**config.mk**
```make
export PLATFORM = sky130hd
export DESIGN_NAME = booth_seq_mult
export DESIGN_NICKNAME = d
export VERILOG_FILES = /design/src/rtl/booth_pkg.sv /design/src/rtl/booth_recode.sv /design/src/rtl/booth_addsub.sv /design/src/rtl/booth_iter_cnt.sv /design/src/rtl/booth_seq_mult.sv
export SDC_FILE = /design/constraint.sdc
export NUM_CORES = 1
export LEC_CHECK = 0
export CAP_MARGIN = 20
export CORE_UTILIZATION = 58
export DETAILED_ROUTE_END_ITERATION = 8
export PLACE_DENSITY_LB_ADDON = 0.12
export SYNTH_ARGS = -nofsm -noshare
export SYNTH_HDL_FRONTEND = slang
export SYNTH_HIERARCHICAL = 1
export SYNTH_SLANG_ARGS = --single-unit
export TNS_END_PERCENT = 20
```
**constraint.sdc**
```tcl
create_clock -name clk -period 7.7 [get_ports clk]
set_input_delay 0.77 -clock clk [delete_from_list [all_inputs] [get_ports clk]]
set_output_delay 0.77 -clock clk [all_outputs]
set_load 0.005 [all_outputs]
```
**src/rtl/booth_pkg.sv**
```systemverilog
package booth_pkg;

    typedef enum logic [1:0] {
        ST_IDLE,
        ST_CALC,
        ST_DONE
    } mult_state_t;

    typedef enum logic [1:0] {
        OP_HOLD,
        OP_ADD,
        OP_SUB
    } booth_op_t;

endpackage

```
**src/rtl/booth_recode.sv**
```systemverilog
module booth_recode
    import booth_pkg::*;
(
    input  logic [1:0] pair,
    output booth_op_t  op
);

    // pair = {current multiplier bit, previously examined bit}
    always_comb begin
        unique case (pair)
            2'b01:   op = OP_ADD;
            2'b10:   op = OP_SUB;
            default: op = OP_HOLD;
        endcase
    end

endmodule

```
**src/rtl/booth_addsub.sv**
```systemverilog
module booth_addsub
    import booth_pkg::*;
#(
    parameter int WIDTH = 16
) (
    input  logic [WIDTH-1:0] acc,
    input  logic [WIDTH-1:0] mcand,
    input  booth_op_t        op,
    output logic [WIDTH:0]   sum
);

    logic [WIDTH:0] acc_x;
    logic [WIDTH:0] mcand_x;

    // one guard bit so that subtracting the most negative value keeps its sign
    assign acc_x   = {acc[WIDTH-1], acc};
    assign mcand_x = {mcand[WIDTH-1], mcand};

    always_comb begin
        unique case (op)
            OP_ADD:  sum = acc_x + mcand_x;
            OP_SUB:  sum = acc_x - mcand_x;
            default: sum = acc_x;
        endcase
    end

endmodule

```
**src/rtl/booth_iter_cnt.sv**
```systemverilog
module booth_iter_cnt #(
    parameter int STEPS = 16
) (
    input  logic clk,
    input  logic rst_n,
    input  logic clear,
    input  logic step,
    output logic last
);

    localparam int CNT_W = $clog2(STEPS) + 1;

    logic [CNT_W-1:0] cnt_q;

    always_ff @(posedge clk or negedge rst_n) begin
        if (!rst_n) begin
            cnt_q <= '0;
        end else if (clear) begin
            cnt_q <= '0;
        end else if (step) begin
            cnt_q <= cnt_q + 1'b1;
        end
    end

    assign last = step && (cnt_q == CNT_W'(STEPS - 1));

endmodule

```
**src/rtl/booth_seq_mult.sv**
```systemverilog
module booth_seq_mult
    import booth_pkg::*;
#(
    parameter int WIDTH = 16
) (
    input  logic                 clk,
    input  logic                 rst_n,
    input  logic                 start,
    input  logic [WIDTH-1:0]     op_a,
    input  logic [WIDTH-1:0]     op_b,
    output logic                 busy,
    output logic                 done,
    output logic [2*WIDTH-1:0]   product
);

    localparam int REG_W = 2 * WIDTH + 1;
    localparam int HI_LO = WIDTH + 1;      // lowest bit of the upper half

    mult_state_t      state_q, state_d;
    logic [REG_W-1:0] work_q;
    logic [WIDTH-1:0] mcand_q;
    booth_op_t        step_op;
    logic [WIDTH:0]   step_sum;
    logic             load;
    logic             iter;
    logic             iter_last;

    assign load = (state_q == ST_IDLE) && start;
    assign iter = (state_q == ST_CALC);

    // state register
    always_ff @(posedge clk or negedge rst_n) begin
        if (!rst_n) begin
            state_q <= ST_IDLE;
        end else begin
            state_q <= state_d;
        end
    end

    // next-state logic
    always_comb begin
        state_d = state_q;
        unique case (state_q)
            ST_IDLE: if (start)     state_d = ST_CALC;
            ST_CALC: if (iter_last) state_d = ST_DONE;
            ST_DONE:                state_d = ST_IDLE;
            default:                state_d = ST_IDLE;
        endcase
    end

    // outputs
    always_comb begin
        busy    = (state_q == ST_CALC);
        done    = (state_q == ST_DONE);
        product = work_q[REG_W-1:1];
    end

    booth_recode u_recode (
        .pair (work_q[1:0]),
        .op   (step_op)
    );

    booth_addsub #(.WIDTH(WIDTH)) u_addsub (
        .acc   (work_q[REG_W-1:HI_LO]),
        .mcand (mcand_q),
        .op    (step_op),
        .sum   (step_sum)
    );

    booth_iter_cnt #(.STEPS(WIDTH)) u_cnt (
        .clk   (clk),
        .rst_n (rst_n),
        .clear (load),
        .step  (iter),
        .last  (iter_last)
    );

    // working register: {partial product, multiplier, previous bit}
    always_ff @(posedge clk or negedge rst_n) begin
        if (!rst_n) begin
            work_q  <= '0;
            mcand_q <= '0;
        end else if (load) begin
            work_q  <= {{WIDTH{1'b0}}, op_b, 1'b0};
            mcand_q <= op_a;
        end else if (iter) begin
            // the (WIDTH+1)-bit sum supplies the replicated sign on the shift
            work_q  <= {step_sum, work_q[WIDTH:1]};
        end
    end

endmodule

```
=== Word-level counts from Yosys, hierarchy flattened ===
Cells that the tools add are included.

* Muxes and demuxes: 9
* Reductions and logical operators: 7
* Eq/ne operators: 9
* Add/subtract/negate cells: 3

{| class="wikitable"
|+ Operators with widths
! operator !! number
|-
| two-way mux 33 bit || 2
|-
| case mux 17 bit (2 select lines) || 1
|-
| adder 16 x 16 -> 17 bit || 1
|-
| subtractor 16 x 16 -> 17 bit || 1
|-
| two-way mux 5 bit || 2
|-
| case mux 2 bit (2 select lines) || 2
|-
| == test 2 x 1 -> 1 bit (second input constant) || 3
|-
| == test 2 bit (second input constant) || 3
|-
| adder 5 x 1 -> 5 bit (second input constant) || 1
|-
| == test 5 x 4 -> 1 bit (second input constant) || 1
|-
| two-way mux 2 bit || 2
|-
| != test 2 bit (second input constant) || 2
|-
| AND reduction 2 bit || 2
|-
| nonzero test 3 bit || 1
|-
| logical AND 1 bit || 2
|-
| logical NOT 2 bit || 1
|-
| nonzero test 2 bit || 1
|}

* Logic and storage cells: 33
* Bits of input ports: 35
* Register bits: 56
* Output and inout port bits: 34

=== Logic depth before layout (Yosys ltp) ===
Gate-level depths: netlist of the first run.

* Word-level depth: 6
* Gate-level depth with buffers: 16
* Gate-level depth less buffers: 14

=== Modules after synthesis ===
The synthesis of the first run kept the hierarchy.

{| class="wikitable"
|+ By module, submodules not included
! module !! cells each !! seq. area each (sq um) !! area each (sq um) !! times used
|-
| booth_seq_mult || 201 || 1276.2 || 2409.8 || 1
|-
| booth_addsub || 207 || 0.0 || 1341.3 || 1
|-
| booth_iter_cnt || 24 || 125.1 || 285.3 || 1
|-
| booth_recode || 2 || 0.0 || 15.0 || 1
|}

=== Worst setup path after synthesis of the first run ===
OpenSTA, ideal clock, no wires.

* Path kind: flip-flop to flip-flop
* From: register work_q[1]
* To: register work_q[32]
* Setup time: 0.121 ns
* Period minus slack after synthesis: 3.280 ns
* Stages on the path, launching flop included: 15
* Buffers on the path: 2
* Required time: 7.579 ns
* Slack: 4.420 ns
* Data arrival time: 3.160 ns
* Cells stage by stage: dfrtp_1 > and2b_2 > inv_1 > ha_1 > clkbuf_1 > clkbuf_1 > mux2i_1 > fa_1 > a211oi_1 > o21ai_0 > a31oi_1 > o21ai_0 > mux2i_1 > xnor2_1 > a22o_1

* Longest elaborated chain between the ends: 6
* Elaborated cells between the ends (all ways): 10
* Those cells by class: eq/ne (4); mux (4); reduce/logical (2)

{| class="wikitable"
|+ RTL lines
! element !! RTL line !! RTL
|-
| start, declared || booth_seq_mult.sv:20 || <nowiki>logic [REG_W-1:0] work_q;</nowiki>
|-
| start signal, assigned || booth_seq_mult.sv:84 || <nowiki>work_q <= {{WIDTH{1'b0}}, op_b, 1'b0};</nowiki>
|-
| start signal, assigned || booth_seq_mult.sv:88 || <nowiki>work_q <= {step_sum, work_q[WIDTH:1]};</nowiki>
|-
| == test 2 bit or == test 2 x 1 -> 1 bit (tied branches) || booth_recode.sv:10 || <nowiki>unique case (pair)</nowiki>
|-
| case mux 2 bit (2 select lines) * || booth_recode.sv:10 ||
|-
| named net step_op[0] || booth_seq_mult.sv:22 || <nowiki>booth_op_t step_op;</nowiki>
|-
| == test 2 bit or == test 2 x 1 -> 1 bit (tied branches) || booth_addsub.sv:20 || <nowiki>unique case (op)</nowiki>
|-
| case mux 17 bit (2 select lines) * || booth_addsub.sv:20 ||
|-
| named net step_sum[16] || booth_seq_mult.sv:23 || <nowiki>logic [WIDTH:0] step_sum;</nowiki>
|-
| two-way mux 33 bit * || booth_seq_mult.sv:86 || <nowiki>end else if (iter) begin</nowiki>
|-
| two-way mux 33 bit * || booth_seq_mult.sv:83 || <nowiki>end else if (load) begin</nowiki>
|}

The timed path passes the listed nets; every way through them passes the cells marked *. The select of a mux whose other input is x is not followed.
A chain may end at the register's enable or synchronous reset.

=== Worst setup path in the final report of the first run ===
* From: register mcand_q[5]
* To: register work_q[32]

* Longest elaborated chain between the ends: 4
* Elaborated cells between the ends (all ways): 5
* Those cells by class: add/sub (2); mux (3)

{| class="wikitable"
|+ RTL lines
! element !! RTL line !! RTL
|-
| start, declared || booth_seq_mult.sv:21 || <nowiki>logic [WIDTH-1:0] mcand_q;</nowiki>
|-
| start signal, assigned || booth_seq_mult.sv:85 || <nowiki>mcand_q <= op_a;</nowiki>
|-
| subtractor 16 x 16 -> 17 bit or adder 16 x 16 -> 17 bit (tied branches) || booth_addsub.sv:22, booth_addsub.sv:21 ||
|-
| case mux 17 bit (2 select lines) * || booth_addsub.sv:20 ||
|-
| named net step_sum[16] || booth_seq_mult.sv:23 ||
|-
| two-way mux 33 bit * || booth_seq_mult.sv:86 ||
|-
| two-way mux 33 bit * || booth_seq_mult.sv:83 ||
|}

Marked as above.

==> results of run 1 <==
## registers in the layout, summed over array words and instances (netlist names)
name	flops
work_q	33
mcand_q	16
u_cnt/cnt_q	5
state_q	2
## critical path, stage by stage, from the launching register on
cell and delay (ns):
dfrtp_1 0.43, or4_4 0.59, nor4_1 0.62, nor2_1 0.11, xnor2_1 0.17, ha_1 0.41, o21ai_0 0.12, o21bai_1 0.19
a31oi_1 0.16, o21ai_0 0.25, mux2i_1 0.24, xnor2_1 0.08, a22o_1 0.21
## cell usage after synthesis (2+ instances only)
cell type and instances:
or3_1 2, and2_1 2, buf_6 2, o2111ai_1 2, mux2_2 8, nand2_1 22
buf_2 6, o31ai_1 2, a31oi_1 8, o21bai_1 2, nor3b_1 17, nand2b_1 3
a21oi_1 19, nand4_1 3, nor4_1 3, o211ai_1 2, xnor2_1 19, buf_4 33
o21ai_0 25, nor2_1 38, mux2_4 10, a22o_1 17, clkbuf_1 12, dfrtp_1 56
ha_1 20, mux2i_1 3, inv_1 29, xor2_1 6, a221oi_1 16, and3_1 2
a21o_1 2, nor3_1 9, a211oi_1 4, o21a_1 4, nor2b_1 5, nand3b_1 3
## layout by cell type, fill, tap and decap left out, types with 19 or more instances in the layout
cell,n
nor2_1,38
o21ai_0,25
ha_1,20
xnor2_1,19
nand2_1,22
dfrtp_1,56
a21oi_1,19
clkdlybuf4s50_1,67
inv_1,29
## final cells by class
type                       instances  area (sq um)  area share [%]
sequential                        56          1401           30.43
timing repair buffer              74         720.7           15.65
multi-input combinational        295          2183           47.41
tap                               80         100.1           2.173
inverter                          29         108.9           2.363
clock buffer                       5         68.82           1.494
clock inverter                     3         22.52          0.4890
## metrics by stage
stage                     hold slack, ns  utilization [%]  cells
after floorplan                   0.4744                -    434
after global placement            0.5038            66.70    533
after detailed placement          0.5112            66.81    534
after CTS                         0.5447            68.17    542
after global routing              0.5624            68.17    542
final                             0.5417            68.17    542
## logic make-up after synthesis
logic type / count (synthesis) / synth area share, %
compound gates: 109 / 18.71
xor+xnor: 25 / 5.405
fa+ha+maj: 21 / 6.671
buf+inv: 83 / 11.58
flops: 56 / 34.59
mux: 21 / 6.671
simple gates: 119 / 16.37
## path summary, 6_finish.rpt
check / from / endpoint / slack [ns] / cells after the start
min in group asynchronous: rst_n / work_q[19] / 0.55 / 2
hold reg to reg: work_q[0] / work_q[0] / 0.54 / 1
max in group asynchronous: rst_n / mcand_q[0] / 6.63 / 2
setup / recovery: mcand_q[5] / work_q[32] / 4.00 / 12
setup reg to reg: mcand_q[5] / work_q[32] / 4.00 / 12
hold / removal: work_q[0] / work_q[0] / 0.54 / 1
## layer usage
metal / wire, microns / vias up
li1: - / 1566
met1: 4119 / 1534
met2: 4313 / 98
met3: 478 / 8
met4: 94 / 0
met5: 0 / -
==> impl_results.md, run 1 <==
* Final count of hold timing violations at 0
* Post-Route WL at 9.006 mm
* Final clock period utilization by the worst path at 47.99%
* Cell count after synthesis at 434
* Syn Area/Cell at 9.335 sq um
* FMAX at 270.6 MHz
* Setup WS pre-CTS at 4.113 ns
* Result of the run: completed
* Asr flop ratio synth at 100.0%
* Syn Nets at 490
* Global route hottest layer: met2
* Io pins at 69
* Top cells by area in the synthesized netlist: dfrtp_1, ha_1, buf_4, xnor2_1, mux2_4
* Die Span Y at 85.58 microns
* Number of setup buffers added after CTS at 0
* Worst Path Class, Setup: reg2reg
* Setup TNS at 0 ns
* Post-route clock skew at 0.007433 ns
* Resized Gates After CTS at 0
* Final critical-path required period at 3.695 ns
* Tot GR Track Use at 25.52%
* Global-route wire length before repair at 14.99 mm
* Site row count at 30
* Critical path fanouts, max at 7
* CTS tree: yes
* Share of post-route cells with drive strength above 1 at 9.091%
* Area growth from synthesis to layout at 13.68%
* Number of diodes added for antenna fixing at 0
* Slew @ Worst Pin at 0.8485 ns
* Number of H-tree levels at 2
* Die footprint at 0.007323 sq mm
* Fillers at 538
* Synth Flop Type: dfrtp_1
* Smallest setup slack after layout at 4.005 ns
* # nets final at 517
* Buffer cell driving the clock tree root: clkbuf_8
* Global Route met2 Usage at 43.78%
* Drt wl/cell at 16.62 microns
* Global route total overflow at 0
* Initial antenna violation count at 0
* Slew headroom at 43.28%
* Pin count of the biggest net entering global routing at 57
* Worst-path clk slew at 0.11 ns
* Via count of the first global-routing pass at 3138
* Routed via count divided by cell count at 5.915
* Core Area at 0.006756 sq mm
* Placed inst area at 0.004514 sq mm
* Cell Area, Synth at 0.004051 sq mm
* Fraction of met3 tracks used by global routing at 4.812%
* Sequential share of the synthesized area at 34.59%
* Synthesis warning total at 6
* DRC viols at 0
* Total half-perimeter wirelength after legalization and detailed placement at 6.317 mm
* Global routing usage on met1 at 33.31%
* Remaining antenna violation count at 0
* Clock latency at the later pin of the worst-skew pair at 0.32 ns
* Data required time at the worst endpoint at 7.91 ns
* Effective utilization at floorplan at 59.96%
* Post-synthesis register bit count at 56
* GPL Wtd Cong at 0.8695
* Data arrival time of the critical path at 3.91 ns
* Number of max-cap violations at 0
* Count of hold buffers inserted by post-cts repair at 0
* Max clock buf depth at 2
* Post-synth top area cell: dfrtp_1
* Via count at 3206
* Critical Path Start Type: flop
* Number of distinct standard cells referenced by the synthesized netlist at 54
* TritonRoute pass-1 iters at 5
* Count of input and output buffers at 68
* Final Max Tran Viols at 0
* Post-route standard cell area excluding fillers at 0.004606 sq mm
* Horizontal die dimension at 85.58 microns
* Number of clock buffers inserted by TritonCTS at 5
* Total clock sinks at 56
* Proportion of netlist area held by the largest area contributor at 34.59%
* Endpoints failing setup at 0
* Number of flops mapped to enable cells by yosys at 0
* Count of routing violations after the opening detailed-route iteration at 143
* Setup repair after global routing missed its margin: false
* Tightest Hold Check Type: reg2reg
* Critical Path End Type: flop
Power of run 1 is not shown: default switching activity piles up to over one toggle a cycle in this logic, so the estimate is an artifact.
==> run 2, diff against run 1 <==
--- a/config.mk
+++ b/config.mk
@@ -6,7 +6,7 @@
 export NUM_CORES = 1
 export LEC_CHECK = 0
 export CAP_MARGIN = 20
-export CORE_UTILIZATION = 58
+export CORE_UTILIZATION = 54
 export DETAILED_ROUTE_END_ITERATION = 8
 export PLACE_DENSITY_LB_ADDON = 0.12
 export SYNTH_ARGS = -nofsm -noshare
==> constraint.sdc (replaced) <==
create_clock -name clk -period 3.8 [get_ports clk]
set_input_delay 0.38 -clock clk [delete_from_list [all_inputs] [get_ports clk]]
set_output_delay 0.38 -clock clk [all_outputs]
set_load 0.005 [all_outputs]
==> impl_results.md, run 2 (synthesis gave the netlist of run 1 again) <==
* CP max stage delay at 0.57 ns
* Tot GR Track Use at 23.18%
* Data required time at the worst endpoint at 4.01 ns
* # nets final at 519
* Max FFs per register at 33
* Initial antenna violation count at 0
* Total half-perimeter wirelength after legalization and detailed placement at 6.457 mm
* Number of setup buffers added after CTS at 0
* Endpoints failing setup at 0
* Setup repair after global routing missed its margin: false
* Worst-path clk slew at 0.10 ns
* Area growth from synthesis to layout at 14.64%
* Global-route wire length before repair at 14.10 mm
* Effective utilization at floorplan at 55.86%
* Final count of hold timing violations at 0
* Slew @ Worst Pin at 0.8317 ns
* FMAX at 298.6 MHz
* GPL Wtd Cong at 0.9858
* Total clock sinks at 56
* Number of diodes added for antenna fixing at 0
* Number of clock buffers inserted by TritonCTS at 5
* Number of max-cap violations at 0
* Slew headroom at 44.41%
* Pin count of the biggest net entering global routing at 36
* DRC viols at 0
* Count of input and output buffers at 68
* CTS tree: yes
* Top reg by flops: work_q
* Critical Path Start Type: flop
* Core Area at 0.007253 sq mm
* TritonRoute pass-1 iters at 4
* Highest-delay cell along the critical path: or4_4
* Final critical-path required period at 3.349 ns
* Final instance count without filler cells at 562
* Final Max Tran Viols at 0
* Setup WS pre-CTS at 0.4930 ns
* Die footprint at 0.007853 sq mm
* Clock latency at the later pin of the worst-skew pair at 0.31 ns
* Post-Route WL at 8.593 mm
* Via count at 3170
* R2r worst-path depth at 13
* Remaining antenna violation count at 0
* Most common cell after layout, fill and taps aside: clkdlybuf4s50_1
* Worst hold margin at 0.1025 ns
* Critical path fanouts, max at 10
* Fillers at 651
* Max clock buf depth at 2
* Post-Place Cells at 555
* Io pins at 69
* Biggest registers after layout: work_q: 33 flops, mcand_q: 16 flops, u_cnt/cnt_q: 5 flops
* Die Span Y at 88.62 microns
* Worst flop-to-flop path startpoint: mcand_q[3]
* Number of H-tree levels at 2
* Setup TNS at 0 ns
* Count of routing violations after the opening detailed-route iteration at 188
* Horizontal die dimension at 88.62 microns
* Worst flop-to-flop path endpoint: work_q[32]
* Routed via count divided by cell count at 5.641
* Global route total overflow at 0
* Final clock period utilization by the worst path at 88.13%
* Worst Path Class, Setup: reg2reg
* Drt wl/cell at 15.29 microns
* Smallest setup slack after layout at 0.4509 ns
* Most frequent cells in the layout: clkdlybuf4s50_1, dfrtp_1, nor2_1, inv_1, o21ai_0
* Tightest Hold Check Type: in2async
* Data arrival time of the critical path at 3.56 ns
* Count of hold buffers inserted by post-cts repair at 0
* Buffer cell driving the clock tree root: clkbuf_8
* Critical Path End Type: flop
* Site row count at 31
* Resized Gates After CTS at 0
* Cell chain of the critical path: or4_4 > nor4_1 > buf_4 > a31oi_1 > xnor2_1 > ha_1 > a21oi_1 > o21bai_1 > a21oi_1 > o21ai_0 > mux2i_1 > xnor2_1 > a22o_1
* Post-route clock skew at 0.006420 ns
* Share of post-route cells with drive strength above 1 at 9.287%
* Via count of the first global-routing pass at 2899
* Result of the run: completed
* Setup slack, reg-to-reg at 0.45 ns
==> run 2: cell types whose count changed in the layout (fill, tap and decap cells not counted), sizes merged <==
cell / change
inv: -1
clkinv: -1
clkbuf: +1
buf: +2
==> run 2: metal layers <==
| metal | up-vias | track usage [%] | share of wire [%] |
|---|---|---|---|
| li1 | 1570 | - | - |
| met1 | 1513 | 34.45 | 50 |
| met2 | 79 | 35.87 | 45 |
| met3 | 8 | 2.892 | 3.4 |
| met4 | 0 | 5.572 | 1.0 |
| met5 | - | 0 | 0 |
==> run 2: layout make-up <==
type	count	area [sq um]	share of cell area [%]
timing repair buffer	76	735.7	15.84
tap	99	123.9	2.667
inverter	29	108.9	2.344
sequential	56	1401	30.17
clock inverter	1	8.758	0.1886
multi-input combinational	295	2183	47.01
clock buffer	6	82.58	1.778
==> run 2: how the worst max path moves through the flow <==
stage,endpoint,start,cells after the start
detailed placement,work_q[32],mcand_q[3],13
floorplan,work_q[32],work_q[1],14
global placement,work_q[32],mcand_q[3],13
CTS,work_q[32],mcand_q[3],13
finish,work_q[32],mcand_q[3],13
global route,work_q[32],mcand_q[3],13
==> run 2: per-stage QoR <==
| step | util (%) | area [sq um] |
|---|---|---|
| 6_report | 64.03 | 4644 |
| 5_1_grt | 64.03 | 4644 |
| 4_1_cts | 64.03 | 4644 |
| 3_5_place_dp | 62.77 | 4553 |
| 3_3_place_gp | 62.77 | 4553 |
| 2_1_floorplan | - | 4051 |
==> run 2: worst max-delay path, delay by kind of cell (launching register included) <==
family	cells	cell delay [ns]
xor gates and xnor gates	2	0.28
muxes	1	0.15
adders and majority gates	1	0.40
AOI/OAI and AO/OA	6	1.05
buffers and inverters	1	0.18
DFF	1	0.44
and+or+nand+nor	2	0.75
Power of run 2 is left out for the same reason.
==> run 3, diff against run 2 <==
--- a/config.mk
+++ b/config.mk
@@ -5,8 +5,9 @@
 export SDC_FILE = /design/constraint.sdc
 export NUM_CORES = 1
 export LEC_CHECK = 0
-export CAP_MARGIN = 20
-export CORE_UTILIZATION = 54
+export CAP_MARGIN = 30
+export CORE_MARGIN = 4
+export CORE_UTILIZATION = 58
 export DETAILED_ROUTE_END_ITERATION = 8
 export PLACE_DENSITY_LB_ADDON = 0.12
 export SYNTH_ARGS = -nofsm -noshare
==> constraint.sdc (replaced) <==
create_clock -name clk -period 4.2 [get_ports clk]
set_input_delay 0.42 -clock clk [delete_from_list [all_inputs] [get_ports clk]]
set_output_delay 0.42 -clock clk [all_outputs]
set_load 0.005 [all_outputs]
==> impl_results.md, run 3 (synthesis gave the netlist of run 1 again) <==
* Data required time at the worst endpoint at 4.41 ns
* Number of setup buffers added after CTS at 0
* Horizontal die dimension at 91.58 microns
* Via count at 3148
* Drt wl/cell at 15.81 microns
* Tot GR Track Use at 21.62%
* Count of routing violations after the opening detailed-route iteration at 104
* Total clock sinks at 56
* Routed via count divided by cell count at 5.621
* Area growth from synthesis to layout at 15.23%
* Endpoints failing setup at 0
* Remaining antenna violation count at 0
* Core Area at 0.006794 sq mm
* Clock latency at the later pin of the worst-skew pair at 0.31 ns
* Max FFs per register at 33
* Top reg by flops: work_q
* Most frequent cells in the layout: clkdlybuf4s50_1, dfrtp_1, nor2_1, inv_1, o21ai_0
* Buffer cell driving the clock tree root: clkbuf_8
* Effective utilization at floorplan at 59.63%
* Placed inst area at 0.004542 sq mm
* # nets final at 519
* Number of clock buffers inserted by TritonCTS at 5
* Met2 layer wire length in the routed design at 4.253 mm
* Worst Path Class, Setup: reg2reg
* FMAX at 276.9 MHz
* Die footprint at 0.008386 sq mm
* Total half-perimeter wirelength after legalization and detailed placement at 6.467 mm
* Critical Path End Type: flop
* Initial antenna violation count at 0
* Tightest Hold Check Type: in2async
* Worst-path clk slew at 0.10 ns
* Setup TNS at 0 ns
* Max layer used: met4
* Number of diodes added for antenna fixing at 0
* Final clock period utilization by the worst path at 85.97%
* Final count of hold timing violations at 0
* Result of the run: completed
* Slew headroom at 40.99%
* Most common cell after layout, fill and taps aside: clkdlybuf4s50_1
* Number of H-tree levels at 2
* CTS tree: yes
* Resized Gates After CTS at 0
* Final Max Tran Viols at 0
* Wire length on met3 at 422 microns
* Die Span Y at 91.58 microns
* Post-route standard cell area excluding fillers at 0.004668 sq mm
* Worst hold margin at 0.5063 ns
* TritonRoute pass-1 iters at 4
* Count of input and output buffers at 68
* Post-route clock skew at 0.006476 ns
* Global-route wire length before repair at 14.95 mm
* Final instance count without filler cells at 560
* Global route total overflow at 0
* Critical Path Start Type: flop
* Site row count at 30
* Post-Place Cells at 551
* DRC viols at 0
* Routed length on met1 at 4.107 mm
* Number of max-cap violations at 0
* GPL Wtd Cong at 0.9197
* Final critical-path required period at 3.611 ns
* Pin count of the biggest net entering global routing at 44
* Setup repair after global routing missed its margin: false
* Io pins at 69
* Max clock buf depth at 2
* Biggest registers after layout: work_q: 33 flops, mcand_q: 16 flops, u_cnt/cnt_q: 5 flops
* Data arrival time of the critical path at 3.82 ns
* Slew @ Worst Pin at 0.8828 ns
* Via count of the first global-routing pass at 3089
* Share of post-route cells with drive strength above 1 at 9.267%
* Critical path fanouts, max at 7
* Post-Route WL at 8.853 mm
## run 3: worst paths after layout
path | startpoint | slack, ns | endpoint | cells past startpoint
setup / recovery | mcand_q[3] | 0.59 | work_q[32] | 12
hold / removal | rst_n | 0.51 | work_q[25] | 2
setup reg to reg | mcand_q[3] | 0.59 | work_q[32] | 12
hold reg to reg | work_q[0] | 0.54 | work_q[0] | 1
max in group asynchronous | rst_n | 2.85 | work_q[32] | 3
min in group clk | work_q[0] | 0.54 | work_q[0] | 1
## run 3: what timing repair did
item                       4_1_cts  5_1_grt
hold endpoints to repair        13        0
hold buffers                     1        0
setup endpoints to repair        0        0
## run 3: per-stage QoR
stage / utilization (%) / setup slack [ns]
5_1_grt: 68.71 / 0.1307
2_1_floorplan: - / 0.9195
3_3_place_gp: 66.74 / 0.7005
4_1_cts: 68.71 / 0.6012
6_report: 68.71 / 0.5891
3_5_place_dp: 66.85 / 0.6312
## run 3: layout make-up
cell class                 count  area (sq um)
fill                         569          2126
clock inverter                 3         47.55
timing repair buffer          76         738.2
tap                           96         120.1
inverter                      29         108.9
sequential                    56          1401
clock buffer                   5         68.82
multi-input combinational    295          2183
## run 3: critical path, cell delays in order, from the launching register on
cell      delay (ns)
dfrtp_1         0.45
or4_4           0.57
nor4_1          0.56
nor2_1          0.11
xnor2_1         0.15
ha_1            0.39
o21ai_0         0.13
o21bai_1        0.19
a31oi_1         0.16
o21ai_0         0.27
mux2i_1         0.25
xnor2_1         0.08
a22o_1          0.20
## run 3: metal layers
metal / global-route usage (%) / up-vias
met2: 35.73 / 74
li1: - / 1575
met1: 28.87 / 1493
met3: 4.805 / 6
met5: 0 / -
met4: 4.899 / 0
Power of run 3 is left out for the same reason.
